--- src/rtl/ramp_pkg.sv ---
package ramp_pkg;

    typedef enum logic [1:0] {
        ST_IDLE   = 2'd0,
        ST_DIVIDE = 2'd1,
        ST_RAMP   = 2'd2,
        ST_HOLD   = 2'd3
    } ramp_state_t;

    // Per-tick increment for rate index k: mantissa 4..7, exponent k/4
    function automatic int unsigned rate_step(input int unsigned k);
        int unsigned mant;
        int unsigned expo;
        mant = 32'd4 + (k % 32'd4);
        expo = k / 32'd4;
        return mant << expo;
    endfunction

endpackage

--- src/rtl/ramp_rate_lut.sv ---
module ramp_rate_lut #(
    parameter int RATE_W  = 6,
    parameter int N_RATES = 40,
    parameter int INC_W   = 16
) (
    input  logic [RATE_W-1:0] sel_i,
    output logic [INC_W-1:0]  inc_o
);
    localparam int N_CODES = 1 << RATE_W;
    localparam int LAST    = N_RATES - 1;

    logic [INC_W-1:0] table_w [N_CODES];

    // Every code gets an entry; codes past the last rate reuse it
    for (genvar g = 0; g < N_CODES; g++) begin : g_entry
        localparam int IDX = (g < N_RATES) ? g : LAST;
        assign table_w[g] = INC_W'(ramp_pkg::rate_step(IDX));
    end

    assign inc_o = table_w[sel_i];

endmodule

--- src/rtl/ramp_div.sv ---
module ramp_div #(
    parameter int MAG_W = 25,
    parameter int DVS_W = 16
) (
    input  logic             clk,
    input  logic             rst_n,
    input  logic             load_i,
    input  logic [MAG_W-1:0] dividend_i,
    input  logic [DVS_W-1:0] divisor_i,
    output logic [MAG_W-1:0] quo_o,
    output logic [DVS_W-1:0] rem_o,
    output logic             ready_o
);
    localparam int CNT_W = $clog2(MAG_W + 1);

    logic [MAG_W-1:0] quo_q;
    logic [DVS_W-1:0] rem_q;
    logic [DVS_W-1:0] dvs_q;
    logic [CNT_W-1:0] cnt_q;

    logic [DVS_W:0]   partial_w;
    logic             fits_w;
    logic [DVS_W:0]   reduced_w;

    assign partial_w = {rem_q, quo_q[MAG_W-1]};
    assign fits_w    = partial_w >= {1'b0, dvs_q};
    assign reduced_w = fits_w ? (partial_w - {1'b0, dvs_q}) : partial_w;

    always_ff @(posedge clk) begin
        if (!rst_n) begin
            quo_q <= '0;
            rem_q <= '0;
            dvs_q <= '0;
            cnt_q <= '0;
        end else if (load_i) begin
            quo_q <= dividend_i;
            rem_q <= '0;
            dvs_q <= divisor_i;
            cnt_q <= CNT_W'(MAG_W);
        end else if (cnt_q != '0) begin
            quo_q <= {quo_q[MAG_W-2:0], fits_w};
            rem_q <= reduced_w[DVS_W-1:0];
            cnt_q <= cnt_q - 1'b1;
        end
    end

    assign quo_o   = quo_q;
    assign rem_o   = rem_q;
    assign ready_o = (cnt_q == '0);

    AST_REM_BELOW_DIVISOR: assert property (@(posedge clk) disable iff (!rst_n)
        (cnt_q != '0) |=> (rem_q < dvs_q));

endmodule

--- src/rtl/ramp_tick.sv ---
module ramp_tick #(
    parameter int TICK_DIV = 4
) (
    input  logic clk,
    input  logic rst_n,
    input  logic restart_i,
    input  logic run_i,
    output logic tick_o
);
    localparam int CW = (TICK_DIV > 1) ? $clog2(TICK_DIV) : 1;
    localparam logic [CW-1:0] RELOAD = CW'(TICK_DIV - 1);

    logic [CW-1:0] cnt_q;

    always_ff @(posedge clk) begin
        if (!rst_n) begin
            cnt_q <= RELOAD;
        end else if (restart_i) begin
            cnt_q <= RELOAD;
        end else if (run_i) begin
            cnt_q <= (cnt_q == '0) ? RELOAD : cnt_q - 1'b1;
        end
    end

    assign tick_o = run_i && !restart_i && (cnt_q == '0);

    AST_TICK_SPACING: assert property (@(posedge clk) disable iff (!rst_n)
        tick_o && (TICK_DIV > 1) |=> !tick_o);

endmodule

--- src/rtl/freq_ramp_gen.sv ---
module freq_ramp_gen #(
    parameter int FW       = 24,
    parameter int RATE_W   = 6,
    parameter int N_RATES  = 40,
    parameter int INC_W    = 16,
    parameter int TICK_DIV = 4
) (
    input  logic                     clk,
    input  logic                     rst_n,
    input  logic                     start_i,
    input  logic signed [FW-1:0]     cur_freq_i,
    input  logic signed [FW-1:0]     tgt_freq_i,
    input  logic        [RATE_W-1:0] rate_sel_i,
    output logic signed [FW-1:0]     freq_o,
    output logic                     done_o
);
    import ramp_pkg::*;

    localparam int MAG_W  = FW + 1;
    localparam int PROD_W = MAG_W + INC_W;

    ramp_state_t state_q, state_d;

    logic signed [FW-1:0]    out_q;
    logic signed [FW-1:0]    tgt_q;
    logic                    down_q;
    logic [INC_W-1:0]        inc_q;
    logic [MAG_W-1:0]        mag_q;
    logic [MAG_W-1:0]        steps_q;

    logic                    busy_w;
    logic signed [FW-1:0]    base_w;
    logic signed [MAG_W-1:0] gap_w;
    logic [MAG_W-1:0]        mag_w;
    logic                    gap_zero_w;
    logic [INC_W-1:0]        inc_sel_w;

    logic [MAG_W-1:0]        quo_w;
    logic [INC_W-1:0]        rem_w;
    logic                    div_ready_w;
    logic                    tick_w;
    logic                    last_w;
    logic                    enter_ramp_w;
    logic [INC_W-1:0]        amt_w;
    logic signed [MAG_W-1:0] stepped_w;

    // base and signed gap sampled at the start edge
    assign busy_w     = (state_q == ST_DIVIDE) || (state_q == ST_RAMP);
    assign base_w     = busy_w ? out_q : cur_freq_i;
    assign gap_w      = MAG_W'(tgt_freq_i) - MAG_W'(base_w);
    assign mag_w      = gap_w[MAG_W-1] ? MAG_W'(-gap_w) : MAG_W'(gap_w);
    assign gap_zero_w = (gap_w == '0);

    ramp_rate_lut #(
        .RATE_W (RATE_W),
        .N_RATES(N_RATES),
        .INC_W  (INC_W)
    ) u_lut (
        .sel_i(rate_sel_i),
        .inc_o(inc_sel_w)
    );

    ramp_div #(
        .MAG_W(MAG_W),
        .DVS_W(INC_W)
    ) u_div (
        .clk       (clk),
        .rst_n     (rst_n),
        .load_i    (start_i && !gap_zero_w),
        .dividend_i(mag_w),
        .divisor_i (inc_sel_w),
        .quo_o     (quo_w),
        .rem_o     (rem_w),
        .ready_o   (div_ready_w)
    );

    assign enter_ramp_w = !start_i && (state_q == ST_DIVIDE) && div_ready_w;

    ramp_tick #(
        .TICK_DIV(TICK_DIV)
    ) u_tick (
        .clk      (clk),
        .rst_n    (rst_n),
        .restart_i(enter_ramp_w),
        .run_i    (state_q == ST_RAMP && !start_i),
        .tick_o   (tick_w)
    );

    // final tick takes the leftover when the division was not exact
    assign last_w    = (steps_q == MAG_W'(1));
    assign amt_w     = (last_w && rem_w != '0) ? rem_w : inc_q;
    assign stepped_w = down_q ? (MAG_W'(out_q) - MAG_W'(amt_w))
                              : (MAG_W'(out_q) + MAG_W'(amt_w));

    // next-state logic: go_zero, go_ramp, div_done, land
    always_comb begin
        state_d = state_q;
        if (start_i) begin
            state_d = gap_zero_w ? ST_HOLD : ST_DIVIDE;
        end else begin
            unique case (state_q)
                ST_IDLE:   state_d = ST_IDLE;
                ST_DIVIDE: state_d = div_ready_w ? ST_RAMP : ST_DIVIDE;
                ST_RAMP:   state_d = (tick_w && last_w) ? ST_HOLD : ST_RAMP;
                ST_HOLD:   state_d = ST_HOLD;
                default:   state_d = ST_IDLE;
            endcase
        end
    end

    always_ff @(posedge clk) begin
        if (!rst_n) state_q <= ST_IDLE;
        else        state_q <= state_d;
    end

    // output and datapath registers
    always_ff @(posedge clk) begin
        if (!rst_n) begin
            out_q   <= '0;
            tgt_q   <= '0;
            down_q  <= 1'b0;
            inc_q   <= '0;
            mag_q   <= '0;
            steps_q <= '0;
        end else if (start_i) begin
            out_q   <= base_w;
            tgt_q   <= tgt_freq_i;
            down_q  <= gap_w[MAG_W-1];
            inc_q   <= inc_sel_w;
            mag_q   <= mag_w;
        end else begin
            unique case (state_q)
                ST_IDLE: out_q <= cur_freq_i;
                ST_DIVIDE: begin
                    if (div_ready_w)
                        steps_q <= quo_w + MAG_W'(rem_w != '0);
                end
                ST_RAMP: begin
                    if (tick_w) begin
                        out_q   <= FW'(stepped_w);
                        steps_q <= steps_q - 1'b1;
                    end
                end
                ST_HOLD: out_q <= out_q;
                default: out_q <= out_q;
            endcase
        end
    end

    assign freq_o = out_q;
    assign done_o = (state_q == ST_HOLD);

    // ---------------- assertions ----------------
    logic [PROD_W-1:0] recon_w;
    assign recon_w = PROD_W'(quo_w) * PROD_W'(inc_q) + PROD_W'(rem_w);

    AST_IDLE_TRACK: assert property (@(posedge clk) disable iff (!rst_n)
        (state_q == ST_IDLE && !start_i) |=> (freq_o == $past(cur_freq_i)));

    AST_DIV_EXACT: assert property (@(posedge clk) disable iff (!rst_n)
        (state_q == ST_DIVIDE && div_ready_w && !start_i) |-> (recon_w == PROD_W'(mag_q)));

    AST_LAND_ON_TARGET: assert property (@(posedge clk) disable iff (!rst_n)
        (state_q == ST_RAMP && tick_w && last_w && !start_i) |=> (done_o && freq_o == tgt_q));

    AST_DONE_AT_TARGET: assert property (@(posedge clk) disable iff (!rst_n)
        done_o |-> (freq_o == tgt_q));

    AST_STEP_SIZE: assert property (@(posedge clk) disable iff (!rst_n)
        (state_q == ST_RAMP && tick_w && !last_w && !start_i) |=>
        ((MAG_W'(freq_o) - MAG_W'($past(freq_o))) ==
         (down_q ? MAG_W'(-MAG_W'(inc_q)) : MAG_W'(inc_q))));

    AST_ZERO_GAP: assert property (@(posedge clk) disable iff (!rst_n)
        (start_i && !busy_w && tgt_freq_i == cur_freq_i) |=>
        (done_o && freq_o == $past(cur_freq_i)));

    AST_RESTART_SMOOTH: assert property (@(posedge clk) disable iff (!rst_n)
        (start_i && busy_w) |=> (freq_o == $past(freq_o)));

    AST_NO_OVERSHOOT: assert property (@(posedge clk) disable iff (!rst_n)
        (state_q == ST_RAMP && !start_i) |=>
        (down_q ? (freq_o >= tgt_q) : (freq_o <= tgt_q)));

endmodule

--- config.mk ---
export PLATFORM = sky130hd
export DESIGN_NAME = freq_ramp_gen
export DESIGN_NICKNAME = d
export VERILOG_FILES = /design/src/rtl/ramp_pkg.sv /design/src/rtl/ramp_rate_lut.sv /design/src/rtl/ramp_div.sv /design/src/rtl/ramp_tick.sv /design/src/rtl/freq_ramp_gen.sv
export SDC_FILE = /design/constraint.sdc
export NUM_CORES = 1
export LEC_CHECK = 0
export ABC_AREA = 1
export CAP_MARGIN = 20
export CORE_MARGIN = 1.5
export CORE_UTILIZATION = 40
export DETAILED_ROUTE_END_ITERATION = 7
export DONT_BUFFER_PORTS = 1
export PLACE_DENSITY_LB_ADDON = 0.05
export SLEW_MARGIN = 0
export SYNTH_ARGS = -nofsm -noshare
export SYNTH_HDL_FRONTEND = slang
export SYNTH_HIERARCHICAL = 1
export SYNTH_SLANG_ARGS = --single-unit
export TNS_END_PERCENT = 20
--- constraint.sdc ---
create_clock -name clk -period 4.9 [get_ports clk]
set_clock_uncertainty 0.15 [all_clocks]
set_input_delay 0.245 -clock clk [delete_from_list [all_inputs] [get_ports clk]]
set_output_delay 0.245 -clock clk [all_outputs]
set_load 0.02 [all_outputs]
# ---- Word-level counts from Yosys, hierarchy flattened
# Memory sizes are Yosys's and may differ from the RTL's.
# Index checks and enable logic that the tools add are counted.
dict set report classes {
  mux 23
  n_mul 0
  eq_ne 7
  bitwise 3
  order_cmp 2
  shifts 0
  reduce_logical 25
  add_sub_neg 9
  div_mod_pow 0
}
# operator count
set op_table {}
lappend op_table {{two-way mux 25 bit} 5}
lappend op_table {{two-way mux 24 bit} 4}
lappend op_table {{two-way mux 16 bit} 4}
lappend op_table {{case mux 25 bit (2 select lines)} 1}
lappend op_table {{case mux 24 bit (2 select lines)} 1}
lappend op_table {{adder 25 x 1 -> 25 bit} 1}
lappend op_table {{equality test 25 x 1 -> 1 bit, second input constant} 1}
lappend op_table {{logical NOT 25 bit} 1}
lappend op_table {{negator 25 bit} 1}
lappend op_table {{subtractor 24 x 24 -> 25 bit} 1}
lappend op_table {{subtractor 25 x 1 -> 25 bit, second input constant} 1}
lappend op_table {{adder 24 x 17 -> 24 bit} 1}
lappend op_table {{subtractor 24 x 17 -> 24 bit} 1}
lappend op_table {{greater-or-equal comparator 17 x 16 -> 1 bit} 1}
lappend op_table {{nonzero test 16 bit} 1}
lappend op_table {{subtractor 16 bit} 1}
lappend op_table {{two-way mux 5 bit} 2}
lappend op_table {{logical AND 1 bit} 8}
lappend op_table {{two-way mux 2 bit} 4}
lappend op_table {{case mux 2 bit (4 select lines)} 1}
lappend op_table {{greater-or-equal comparator 7 bit, second input constant} 1}
lappend op_table {{NOT 6 -> 7 bit} 1}
lappend op_table {{logical NOT 5 bit} 1}
lappend op_table {{nonzero test 5 bit} 1}
lappend op_table {{other kinds (16)} 24}
dict set report totals {
  latch_bits 0
  ramBits 0
  ff_bits 132
  memories 1
  mem_bits_ro 1024
}
# memory words word_bits read_ports rd_clocked_by_memory_dff wr line_no
set memory_table {}
lappend memory_table {{(no name shown)} 64 16 1 0 0 ramp_rate_lut.sv:20} ;# assign inc_o = table_w[sel_i];

# ---- Depth between registers and ports, before layout
# Gate-level depths: netlist (run 1).
dict set report logic_depth {
  ltp_word 10
  depth_mapped 31
  depth_no_buf 30
}

# ---- Modules after synthesis
# Netlist (run 1), hierarchy kept.
# mod cells_per_inst area_each_um2 n_inst
set by_module_without_submodules {}
lappend by_module_without_submodules {freq_ramp_gen 1373 8464.4 1}
lappend by_module_without_submodules {ramp_div 603 3854.9 1}
lappend by_module_without_submodules {ramp_rate_lut 51 290.3 1}
lappend by_module_without_submodules {ramp_tick 19 117.6 1}

# ---- Worst setup path before layout (run 1)
# OpenSTA, ideal clock, no wires.
dict set report synth_path {
  path_kind {register -> register}
  start {register state_q[0]}
  end {register u_div.dvs_q[14]}
  slack_ps 426
  path_stages_with_launch 22
  arrival_time_ps 4254
  setup_time_ps 70
  required_ps 4680
  synth_period_minus_slack_ps 4474
  cell_sequence {dfxtp_1 -> inv_1 -> ha_1 -> clkbuf_1 -> clkbuf_1 -> mux2i_1 -> ha_1 -> nand3_1 -> nand2_1 -> a21boi_4 -> inv_1 -> nand4_1 -> nand3_1 -> xor2_1 -> nand2_1 -> nor3_1 -> a31oi_1 -> inv_1 -> clkbuf_1 -> clkbuf_1 -> o21ai_0 -> a21oi_1}
}
dict set report synth_via {
  elab_chain_len 7
  elab_cells_between_ends 8
  classes_between {add/sub (1); eq/ne (2); mux (1); reduce/logical (4)}
}
# item line_no
set synth_lines {}
lappend synth_lines {{start: declaration} freq_ramp_gen.sv:22} ;# ramp_state_t state_q, state_d;
lappend synth_lines {{start signal: assignment} freq_ramp_gen.sv:113} ;# else state_q <= state_d;
lappend synth_lines {{equality test 2 x 1 -> 1 bit or equality test 2 bit (tied branches)} freq_ramp_gen.sv:48} ;# assign busy_w = (state_q == ST_DIVIDE) || (state_q == ST_RAMP);
lappend synth_lines {{logical OR 1 bit *} freq_ramp_gen.sv:48}
lappend synth_lines {{two-way mux 24 bit *} freq_ramp_gen.sv:49} ;# assign base_w = busy_w ? out_q : cur_freq_i;
lappend synth_lines {{subtractor 24 x 24 -> 25 bit *} freq_ramp_gen.sv:50} ;# assign gap_w = MAG_W'(tgt_freq_i) - MAG_W'(base_w);
lappend synth_lines {{logical NOT 25 bit *} freq_ramp_gen.sv:52} ;# assign gap_zero_w = (gap_w == '0);
lappend synth_lines {{logical NOT 1 bit *} freq_ramp_gen.sv:69} ;# .load_i (start_i && !gap_zero_w),
lappend synth_lines {{logical AND 1 bit *} freq_ramp_gen.sv:69}
lappend synth_lines {{end signal: assignment} ramp_div.sv:38} ;# dvs_q <= divisor_i;
lappend synth_lines {{end: declaration} ramp_div.sv:18} ;# logic [DVS_W-1:0] dvs_q;
# Mark *: on every way between the ends. The rest lies on a longest branch, timed or not.
# A chain may end at the register's enable or synchronous reset.

# ---- Final worst setup path (run 1)
dict set report layout_path {
  start {register state_q[0]}
  end {register state_q[1]}
}
dict set report layout_via {
  elab_chain_len 7
  elab_cells_between_ends 11
  classes_between {add/sub (1); eq/ne (3); mux (4); reduce/logical (3)}
}
# item line_no
set layout_lines {}
lappend layout_lines {{equality test 2 x 1 -> 1 bit or equality test 2 bit (tied branches)} {freq_ramp_gen.sv:48, freq_ramp_gen.sv:101}}
lappend layout_lines {{logical OR 1 bit} freq_ramp_gen.sv:48}
lappend layout_lines {{two-way mux 24 bit} freq_ramp_gen.sv:49}
lappend layout_lines {{subtractor 24 x 24 -> 25 bit} freq_ramp_gen.sv:50}
lappend layout_lines {{logical NOT 25 bit} freq_ramp_gen.sv:52}
lappend layout_lines {{two-way mux 2 bit} freq_ramp_gen.sv:99} ;# state_d = gap_zero_w ? ST_HOLD : ST_DIVIDE;
lappend layout_lines {{two-way mux 2 bit *} freq_ramp_gen.sv:98} ;# if (start_i) begin
# Marks and branches as above.

==> metrics.yaml, run 1 <==
status:
  status: "completed"
timing:
  fmax_mhz: 214
  max_slew_margin: 0.269
  rsz0062_at_grt: "true"
  finalCriticalPeriod_ns: 4.67
  fin_crit_sh: 0.953
  worstMarginPinSlew_ns: 1.09
  hold_violations: 0
  setup_violations: 0
  drv_slew: 0
placed_design:
  port_buffers: 0
  gp_congestion: 0.904
  hpwlAfterDp_mm: 34.9
  placed_area_sq_mm: 0.0131
min_path:
  hold_class: "in2reg"
  hold_depth: 4
  hold_end: "inc_q[5]$_SDFFE_PN0P_"
  min_from: "rate_sel_i[2]"
logic_synthesis:
  synthFlopType: "dfxtp_1"
  muxShareOfSynthArea: 0.0173
  synth_adder_area_share: 0.0804
  synth_edf_count: 0
  yosysWarnings: 6
  synth_seq_cells: 132
  synth_top_family_by_area: "simple AND/OR/NAND/NOR gates"
  netlist_instances: 2046
  netlist_area_sq_mm: 0.0127
  ys_seq_area_frac: 0.208
  synth_xor_area_frac: 0.0618
  yosys.area_share.simple: 0.347
  synth_compound_area_frac: 0.186
  netlist-cell-type-count: 61
  syn_avg_cell_area_sq_um: 6.22
  async_flop_share: 0
clock_network:
  numCtsBuffers: 17
  clock_latency_ns: 0.44
  clock_sinks: 132
  cts_tree: "built"
  cts_root_buf: "clkbuf_16"
  clk_pin_slew_worst_paths_ns: 0.06
  clock_path_buffers: 2
  htreeDepth: 4
power:
  peakVddDrop_uv: 265
  clockPowerShare: 0.212
  pwr-share-comb: 0.555
  share_seq_of_total_power: 0.233
  swShare: 0.498
  power.leakage_nw: 6.57
  switching_power_mw: 3.11
  pwr_density_cell_mw_per_mm2: 437
  power.internal_mw: 3.13
setup_path:
  reg2reg_from: "state_q[0]$_SDFF_PN0_"
  cp_data_arrival_time_ns: 4.90
  worstPathRequired_ns: 5.13
  slowest_stage: "dlygate4sd3_1"
  slowest_delay_ns: 0.56
  critPathLaunchType: "flip-flop"
  crit_family: "simple AND/OR/NAND/NOR gates"
  crit_path_end_kind: "flip-flop"
  rrSetupSlack_ns: 0.23
  worst-path-buf-inv: 4
  path_max_fanout: 12
  path_class: "reg2reg"
  r2r-end: "state_q[1]$_SDFF_PN0_"
  crit_path_cell_trace: "inv_1, ha_1, buf_12, buf_12, mux2i_1, ha_1, a21o_1, nor2_2, nor2_1, nor2_1, nand3b_1, nand2_1, nand2_1, nor2_1, nand2_1, nor2_2, nand3_1, a21oi_1, dlygate4sd3_1"
  reg2regPathDepth: 19
floorplan:
  dieWidth_um: 181
  die-area_sq_mm: 0.0329
  fp-row-count: 65
  ios: 82
  start_util: 0.404
  core_area_sq_mm: 0.0315
  die_y_um: 181
detailed_routing:
  drc: 0
  drt-initial-drc-count: 1063
  postRouteAntennaNets: 0
  dr.pass1.iters: 5
  drt-total-wl_mm: 45.5
  viasPerCell: 5.41
  num_vias: 13400
  drt-wirelength-per-cell_um: 18.4
global_route:
  grt_usage: 0.276
  overflow: 0
  antenna_found_initial: 2
  grt_max_degree: 90
  grt_pass1_vias: 12400
  grt_pass1_wl_mm: 70.6
layout:
  area_growth_pct: 12.3
  drive_above_1_share: 0.115
  final_nets: 2195
  final_core_util: 0.454
  fin_area_sq_mm: 0.0143
flow_run:
  maxCapViolCount: 0
==> metrics by stage <==
| stage | total power, mW | hold WS (ns) | worst slack [ns] | setup TNS [ns] | std cells |
|---|---|---|---|---|---|
| global placement | 4.77 | 0.212 | 0.0228 | 0 | 2406 |
| global route | 6.70 | 0.0416 | -0.0346 | -0.0702 | 2473 |
| detailed placement | 4.76 | 0.207 | 0.0157 | 0 | 2406 |
| finish | 6.24 | 0.0182 | 0.229 | 0 | 2474 |
| floorplan | 3.89 | 0.256 | 0.426 | 0 | 2049 |
| CTS | 6.14 | 0.00253 | 0.00352 | 0 | 2469 |
==> layout by cell type, fill, tap and decap left out, drive strengths merged, types with 2 or more instances in the layout <==
master and instances:
a22oi 2, or2 26, nand3 136, mux2i 22
o21bai 5, o21a 4, buf 34, o21ai 197
fa 3, xnor2 34, ha 77, nor4 9
o31ai 6, a21boi 4, o221ai 3, nand4 25
inv 241, dfxtp 132, o211ai 21, clkbuf 18
xor2 55, a221oi 2, a211oi 5, bufinv 2
conb 4, a21oi 126, nor2 267, nand3b 6
clkinvlp 2, nand2 488, nor3 28, a31o 2
a31oi 37, a21o 3, dlygate4sd3 29, clkinv 10
==> Yosys cell counts (3+ instances only) <==
library cell    n  share of area
o31ai_1         6         0.0035
clkinv_1        4         0.0012
mux2i_1        22          0.017
nor4_1          9         0.0044
dfxtp_1       132           0.21
ha_1           77          0.076
nand2_4         5         0.0044
nand3_1       132          0.052
o21a_1          4         0.0024
a31oi_1        37          0.018
o211ai_1       21          0.012
buf_2           4         0.0016
a21oi_1       118          0.046
fa_1            3         0.0047
o21ai_0       183          0.072
nor2_1        231          0.068
o21ai_1        11         0.0043
nor3_1         21         0.0083
nand2_2        29          0.014
buf_6           7         0.0062
a21oi_2         8         0.0055
a211oi_1        5         0.0029
buf_4           5         0.0029
o21bai_1        5         0.0029
nand3b_1        6         0.0035
xor2_1         55          0.038
nand4_1        25          0.012
nand2_1       454           0.13
or2_2          23          0.011
nor2_4          9         0.0080
nand3_2         4         0.0031
inv_1         221          0.065
xnor2_1        33          0.023
inv_2          16         0.0047
nor2_2         26          0.013
nor3_2          5         0.0039
a21o_1          3         0.0018
clkbuf_1       54          0.016
o221ai_1        3         0.0021
==> power by group through the flow <==
stage	sequential, mW	clock, mW	combinational, mW
finish	1.45	1.32	3.46
global route	1.48	1.39	3.84
CTS	1.45	1.34	3.36
detailed placement	1.47	0	3.29
global placement	1.47	0	3.29
floorplan	1.39	0	2.50
==> what timing repair did <==
item,4_1_cts,5_1_grt
setup buffers,0,4
hold endpoints to repair,98,0
pin swaps,0,1
endpoints found under the setup margin,1,80
resized for setup,1,49
hold buffers,31,0
==> worst reg2reg max path, stage by stage (launching register included) <==
cell,delay [ns]
dfxtp_1,0.37
inv_1,0.09
ha_1,0.38
buf_12,0.19
buf_12,0.18
mux2i_1,0.37
ha_1,0.35
a21o_1,0.22
nor2_2,0.24
nor2_1,0.09
nor2_1,0.14
nand3b_1,0.13
nand2_1,0.14
nand2_1,0.09
nor2_1,0.20
nand2_1,0.12
nor2_2,0.17
nand3_1,0.24
a21oi_1,0.20
dlygate4sd3_1,0.56
==> worst max path at each step <==
| stage | startpoint | to | slack [ns] | depth (start not counted) |
|---|---|---|---|---|
| 2_1_floorplan | state_q[0]$_SDFF_PN0_ | u_div/dvs_q[14]$_SDFFE_PN0P_ | 0.43 | 21 |
| 4_1_cts | steps_q[0]$_SDFFE_PN0P_ | freq_o[18]$_SDFFE_PN0P_ | 0.004 | 24 |
| 5_1_grt | steps_q[1]$_SDFFE_PN0P_ | freq_o[18]$_SDFFE_PN0P_ | -0.03 | 27 |
| 6_report | state_q[0]$_SDFF_PN0_ | state_q[1]$_SDFF_PN0_ | 0.23 | 19 |
| 3_3_place_gp | state_q[0]$_SDFF_PN0_ | u_div/cnt_q[4]$_SDFFE_PN0P_ | 0.02 | 22 |
| 3_5_place_dp | steps_q[0]$_SDFFE_PN0P_ | freq_o[18]$_SDFFE_PN0P_ | 0.02 | 24 |
==> layer usage <==
layer  wire length [um]  part of all wire  vias up  track usage
li1                   -                 -     6769            -
met1              22300              0.49     6217        0.391
met2              20100              0.44      335        0.436
met3               2530             0.055       53       0.0475
met4                685             0.015        2       0.0617
met5                  7           0.00015        -            0
==> kinds of logic after synthesis <==
kind of cell / Yosys count
adders and majority gates: 80
DFF: 132
muxes: 22
other: 1
buffers and inverters: 314
xor gates and xnor gates: 89
and+or+nand+nor: 988
AOI/OAI and AO/OA: 420
==> registers in the layout (all words and copies together), names as in the netlist <==
register / count
steps_q: 25
u_div/quo_o: 25
freq_o: 24
inc_q: 16
u_div/dvs_q: 16
u_div/rem_o: 16
u_div/cnt_q: 5
state_q: 2
u_tick/cnt_q: 2
down_q: 1
==> cell type report <==
cell class	count	area, sq um
Tap cell	402	503
Timing Repair Buffer	63	607
Clock buffer	18	429
Inverter	241	907
Multi-Input combinational cell	1603	9040
Antenna cell	1	2.50
Fill cell	3425	17200
Sequential cell	132	2640
Clock inverter	14	154
(Power assumes the default switching activity.)
==> run 2, diff against run 1 <==
--- a/config.mk
+++ b/config.mk
@@ -11,7 +11,7 @@
 export CORE_UTILIZATION = 40
 export DETAILED_ROUTE_END_ITERATION = 7
 export DONT_BUFFER_PORTS = 1
-export PLACE_DENSITY_LB_ADDON = 0.05
+export SETUP_SLACK_MARGIN = 0.2
 export SLEW_MARGIN = 0
 export SYNTH_ARGS = -nofsm -noshare
 export SYNTH_HDL_FRONTEND = slang
==> metrics.yaml, run 2 (synthesized netlist as in run 1, its figures left out) <==
timing:
  fin_setup_tns_ns: 0
  fin_crit_sh: 0.905
  rsz0062_at_grt: "true"
  hold_violations: 0
  setup_violations: 0
  finalCriticalPeriod_ns: 4.43
  fmax_mhz: 226
  drv_slew: 0
  max_slew_margin: 0.294
  worstMarginPinSlew_ns: 1.05
placed_design:
  gp_congestion: 0.927
  hpwlAfterDp_mm: 32.3
  port_buffers: 0
setup_path:
  path_class: "reg2reg"
  cp_data_arrival_time_ns: 4.60
  crit_path_end_kind: "flip-flop"
  worstPathRequired_ns: 5.07
  critPathLaunchType: "flip-flop"
  path_max_fanout: 21
detailed_routing:
  drt-initial-drc-count: 899
  postRouteAntennaNets: 0
  drt-wirelength-per-cell_um: 17.2
  viasPerCell: 5.43
  num_vias: 13500
  drc: 0
  drt-total-wl_mm: 42.7
  dr.pass1.iters: 8
floorplan:
  die_y_um: 181
  ios: 82
  start_util: 0.404
  die-area_sq_mm: 0.0329
  fp-row-count: 65
  core_area_sq_mm: 0.0315
  dieWidth_um: 181
power:
  pwr_density_cell_mw_per_mm2: 431
  power.leakage_nw: 6.65
  peakVddDrop_uv: 202
clock_network:
  clock_sinks: 132
  cts_tree: "built"
  clock_latency_ns: 0.43
  htreeDepth: 4
  clk_pin_slew_worst_paths_ns: 0.07
  clock_path_buffers: 2
  cts_root_buf: "clkbuf_16"
  numCtsBuffers: 17
layout:
  final_common_cell: "nand2_1"
  final_nets: 2205
  diodes: 0
  area_growth_pct: 13.4
  final_core_util: 0.459
  drive_above_1_share: 0.117
  mostFrequentLayoutCells: "nand2_1, nor2_1, inv_1"
min_path:
  hold_class: "in2reg"
global_route:
  antenna_found_initial: 0
  overflow: 0
  grt_max_degree: 90
  grt_usage: 0.256
  grt_pass1_wl_mm: 67.2
  grt_pass1_vias: 12600
status:
  status: "completed"
flow_run:
  maxCapViolCount: 0
[run 2: cell count changes in the layout (fill, tap and decap cells not counted), sizes merged]
| cell | previous run | this run |
|---|---|---|
| dlygate4sd3 | 29 | 28 |
| inv | 241 | 246 |
| bufinv | 2 | 4 |
| buf | 34 | 44 |
| diode | 1 | 0 |
| clkinv | 10 | 4 |
[run 2: cell type report]
type	count	area (sq um)
clock inverters	15	214
repair buffers	73	717
well taps	402	503
inverters	241	905
multi-input cells	1603	9030
clock buffers	17	425
fillers	3332	17000
flip-flops and latches	132	2640
[run 2: per-stage QoR]
step	hold slack, ns	setup WS [ns]	power, mW	instances	instance area (sq um)
2_1_floorplan	0.256	0.426	3.89	2049	12700
3_3_place_gp	0.213	0.209	4.62	2413	13200
3_5_place_dp	0.204	0.123	4.64	2413	13200
4_1_cts	0.00748	0.190	6.14	2475	14200
5_1_grt	0.0453	0.135	6.72	2483	14400
6_report	0.0235	0.467	6.22	2483	14400
[run 2: power breakdown]
group	switching, mW	internal, mW	leakage, nW
Sequential	0.226	1.22	1.09
Combinational	2.19	1.16	5.26
Clock	0.559	0.867	0.307
[run 2: what timing repair did]
action,4_1_cts,5_1_grt
hold buffers,30,0
gates cloned,0,1
endpoints found under the setup margin,31,75
pin swaps,0,2
setup buffers,0,6
resized for setup,2,37
hold endpoints to repair,97,0
[run 2: per-layer routing]
metal  up-vias  global-route usage  wire, um
met5         -                   0         0
met4         0              0.0910      1230
met3        76              0.0369      2370
met2       366               0.427     20000
met1      6245               0.336     19200
li1       6791                   -         -
[run 2: path summary, 6_finish.rpt]
check	from	endpoint	slack (ns)	cells past startpoint
setup / recovery	state_q[0]$_SDFF_PN0_	u_div/quo_o[22]$_SDFFE_PN0P_	0.47	25
hold reg to reg	u_div/dvs_q[14]$_SDFFE_PN0P_	u_div/dvs_q[14]$_SDFFE_PN0P_	0.31	2
hold / removal	rate_sel_i[5]	inc_q[10]$_SDFFE_PN0P_	0.02	4
setup reg to reg	state_q[0]$_SDFF_PN0_	u_div/quo_o[22]$_SDFFE_PN0P_	0.47	25
[run 2: worst max-delay path, cell delays in order (launching register included)]
cell and delay, ns:
dfxtp_1 0.37, inv_1 0.11, ha_4 0.36, buf_12 0.19
mux2i_1 0.28, ha_1 0.34, a21oi_1 0.23, nand2_1 0.12
nand2_1 0.08, nand2_1 0.10, nand3_1 0.09, nand2_1 0.08
nand2_1 0.09, nand2_1 0.07, a21oi_1 0.18, or2_1 0.13
nand2_1 0.13, buf_4 0.22, inv_2 0.30, nand2_1 0.16
nand3b_1 0.12, nand2_1 0.06, nand2_1 0.10, o21ai_0 0.11
nand2_1 0.06, o21ai_0 0.08
==> run 3, diff against run 2 <==
--- a/config.mk
+++ b/config.mk
@@ -11,6 +11,7 @@
 export CORE_UTILIZATION = 40
 export DETAILED_ROUTE_END_ITERATION = 7
 export DONT_BUFFER_PORTS = 1
+export HOLD_SLACK_MARGIN = 0.05
 export SETUP_SLACK_MARGIN = 0.2
 export SLEW_MARGIN = 0
 export SYNTH_ARGS = -nofsm -noshare
==> constraint.sdc (replaced) <==
create_clock -name clk -period 3.6 [get_ports clk]
set_clock_uncertainty 0.15 [all_clocks]
set_input_delay 0.18 -clock clk [delete_from_list [all_inputs] [get_ports clk]]
set_output_delay 0.18 -clock clk [all_outputs]
set_load 0.02 [all_outputs]
==> metrics.yaml, run 3 (synthesized netlist as in run 1, its figures left out) <==
layout:
  diodes: 0
  finalNonFillerCells: 2843
  fin_area_sq_mm: 0.0191
  final_common_cell: "nand2_1"
  final_core_util: 0.608
  final_nets: 2565
  area_growth_pct: 50.2
  mostFrequentLayoutCells: "nand2_1, buf_4, inv_1"
  drive_above_1_share: 0.359
setup_path:
  crit_path_frequent_cell: "nand2_1"
  path_class: "reg2reg"
  slowest_stage: "ha_4"
  crit_path_end_kind: "flip-flop"
  slowest_delay_ns: 0.33
  worst-path-buf-inv: 5
  reg2regPathDepth: 29
  critPathLaunchType: "flip-flop"
  cp_data_arrival_time_ns: 4.43
  path_max_fanout: 4
  reg2reg_from: "steps_q[1]$_SDFFE_PN0P_"
  rrSetupSlack_ns: -0.60
  path_depth: 29
  r2r-end: "freq_o[20]$_SDFFE_PN0P_"
  crit_family: "simple AND/OR/NAND/NOR gates"
  worstPathRequired_ns: 3.83
power:
  power.leakage_nw: 8.77
  pwr-share-comb: 0.653
  peakVddDrop_uv: 365
  clockPowerShare: 0.175
  share_seq_of_total_power: 0.172
  power.internal_mw: 5.75
  pwr_density_cell_mw_per_mm2: 562
  swShare: 0.464
  switching_power_mw: 4.99
clock_network:
  clk_pin_slew_worst_paths_ns: 0.07
  htreeDepth: 4
  cts_root_buf: "clkbuf_16"
  clock_latency_ns: 0.45
  clock_path_buffers: 2
  clock_sinks: 132
  numCtsBuffers: 17
  cts_tree: "built"
timing:
  rsz0062_at_grt: "true"
  fin_crit_sh: 1.17
  fin_setup_tns_ns: -24.71
  drv_slew: 0
  fmax_mhz: 238
  layout_setup_ws_ns: -0.602
  setup_violations: 79
  hold_ws_ns: 0.0455
  worstMarginPinSlew_ns: 0.763
  finalCriticalPeriod_ns: 4.20
  hold_violations: 0
  max_slew_margin: 0.491
detailed_routing:
  num_vias: 15500
  drt-wirelength-per-cell_um: 18.2
  drt-initial-drc-count: 1372
  drt-total-wl_mm: 51.9
  viasPerCell: 5.44
  dr.pass1.iters: 5
  drc: 0
  postRouteAntennaNets: 0
min_path:
  hold_class: "in2reg"
  hold_depth: 3
  hold_end: "freq_o[13]$_SDFFE_PN0P_"
  min_from: "cur_freq_i[13]"
global_route:
  grt_max_degree: 91
  antenna_found_initial: 0
  grt_pass1_wl_mm: 79.5
  grt_pass1_vias: 14700
  overflow: 0
  grt_usage: 0.307
placed_design:
  gp_congestion: 0.976
  port_buffers: 0
  hpwlAfterDp_mm: 36.7
  placed_cells: 2699
  placed_area_sq_mm: 0.0155
status:
  violations: "negative setup slack"
  status: "finished, violations left"
floorplan:
  fp-row-count: 65
  dieWidth_um: 181
  die-area_sq_mm: 0.0329
  die_y_um: 181
  start_util: 0.404
  ios: 82
  core_area_sq_mm: 0.0315
flow_run:
  maxCapViolCount: 0
-- run 3: cell types whose count changed in the layout (fill, tap and decap cells not counted), moves of 27 or more --
| cell | change |
|---|---|
| a21oi_1 | -34 |
| a21oi_2 | +27 |
| buf_4 | +315 |
| ha_1 | -33 |
| ha_4 | +33 |
| nand2_1 | -77 |
| nand2_2 | +48 |
| nand2_4 | +29 |
| nor2_1 | -38 |
| o21ai_0 | -47 |
| o21ai_1 | +34 |
-- run 3: area by class of cell --
cell class	instances	area (sq um)
clock buffers	19	443
clock inverters	13	175
fillers	2703	12400
inverters	241	917
multi-input cells	1604	10700
flip-flops and latches	132	2650
well taps	402	503
repair buffers	432	3690
-- run 3: worst max path at each step --
stage | end | slack (ns) | startpoint
final | freq_o[20]$_SDFFE_PN0P_ | -0.60 | steps_q[1]$_SDFFE_PN0P_
after global routing | freq_o[20]$_SDFFE_PN0P_ | -0.78 | steps_q[1]$_SDFFE_PN0P_
after CTS | freq_o[14]$_SDFFE_PN0P_ | -0.32 | steps_q[1]$_SDFFE_PN0P_
after detailed placement | freq_o[18]$_SDFFE_PN0P_ | -0.64 | steps_q[1]$_SDFFE_PN0P_
after global placement | freq_o[18]$_SDFFE_PN0P_ | -0.62 | steps_q[1]$_SDFFE_PN0P_
after floorplan | u_div/cnt_q[0]$_SDFFE_PN0P_ | -0.06 | state_q[0]$_SDFF_PN0_
-- run 3: worst min-delay path, delay by kind of cell --
kind               cells  cell delay (ns)
muxes                  1             0.19
and+or+nand+nor        1             0.17
AOI/OAI and AO/OA      1             0.06
-- run 3: repair_timing --
| item | in CTS | in global routing |
|---|---|---|
| pin swaps | 110 | 107 |
| hold buffers | 40 | 0 |
| setup buffers | 52 | 15 |
| gates cloned | 5 | 0 |
| resized for setup | 308 | 151 |
| setup endpoints to repair | 84 | 87 |
| endpoints found under the hold margin | 102 | 0 |
-- run 3: metal layers --
| metal | vias up | part of all wire | track usage |
|---|---|---|---|
| li1 | 7503 | - | - |
| met5 | - | 0 | 0 |
| met4 | 0 | 0.045 | 0.125 |
| met1 | 7240 | 0.42 | 0.385 |
| met2 | 596 | 0.47 | 0.515 |
| met3 | 131 | 0.071 | 0.0594 |
-- run 3: power by group through the flow --
stage	sequential (mW)	combinational, mW	clock, mW
final	1.85	7.01	1.88
after detailed placement	1.86	5.57	0
after floorplan	1.89	3.46	0
after global placement	1.86	5.53	0
after global routing	1.87	7.58	1.96
after CTS	1.84	6.41	1.89
-- run 3: per-stage QoR --
step / setup WS [ns] / total power [mW]
floorplan: -0.0587 / 5.35
global placement: -0.615 / 7.39
detailed placement: -0.642 / 7.43
CTS: -0.317 / 10.1
global route: -0.780 / 11.4
finish: -0.602 / 10.7
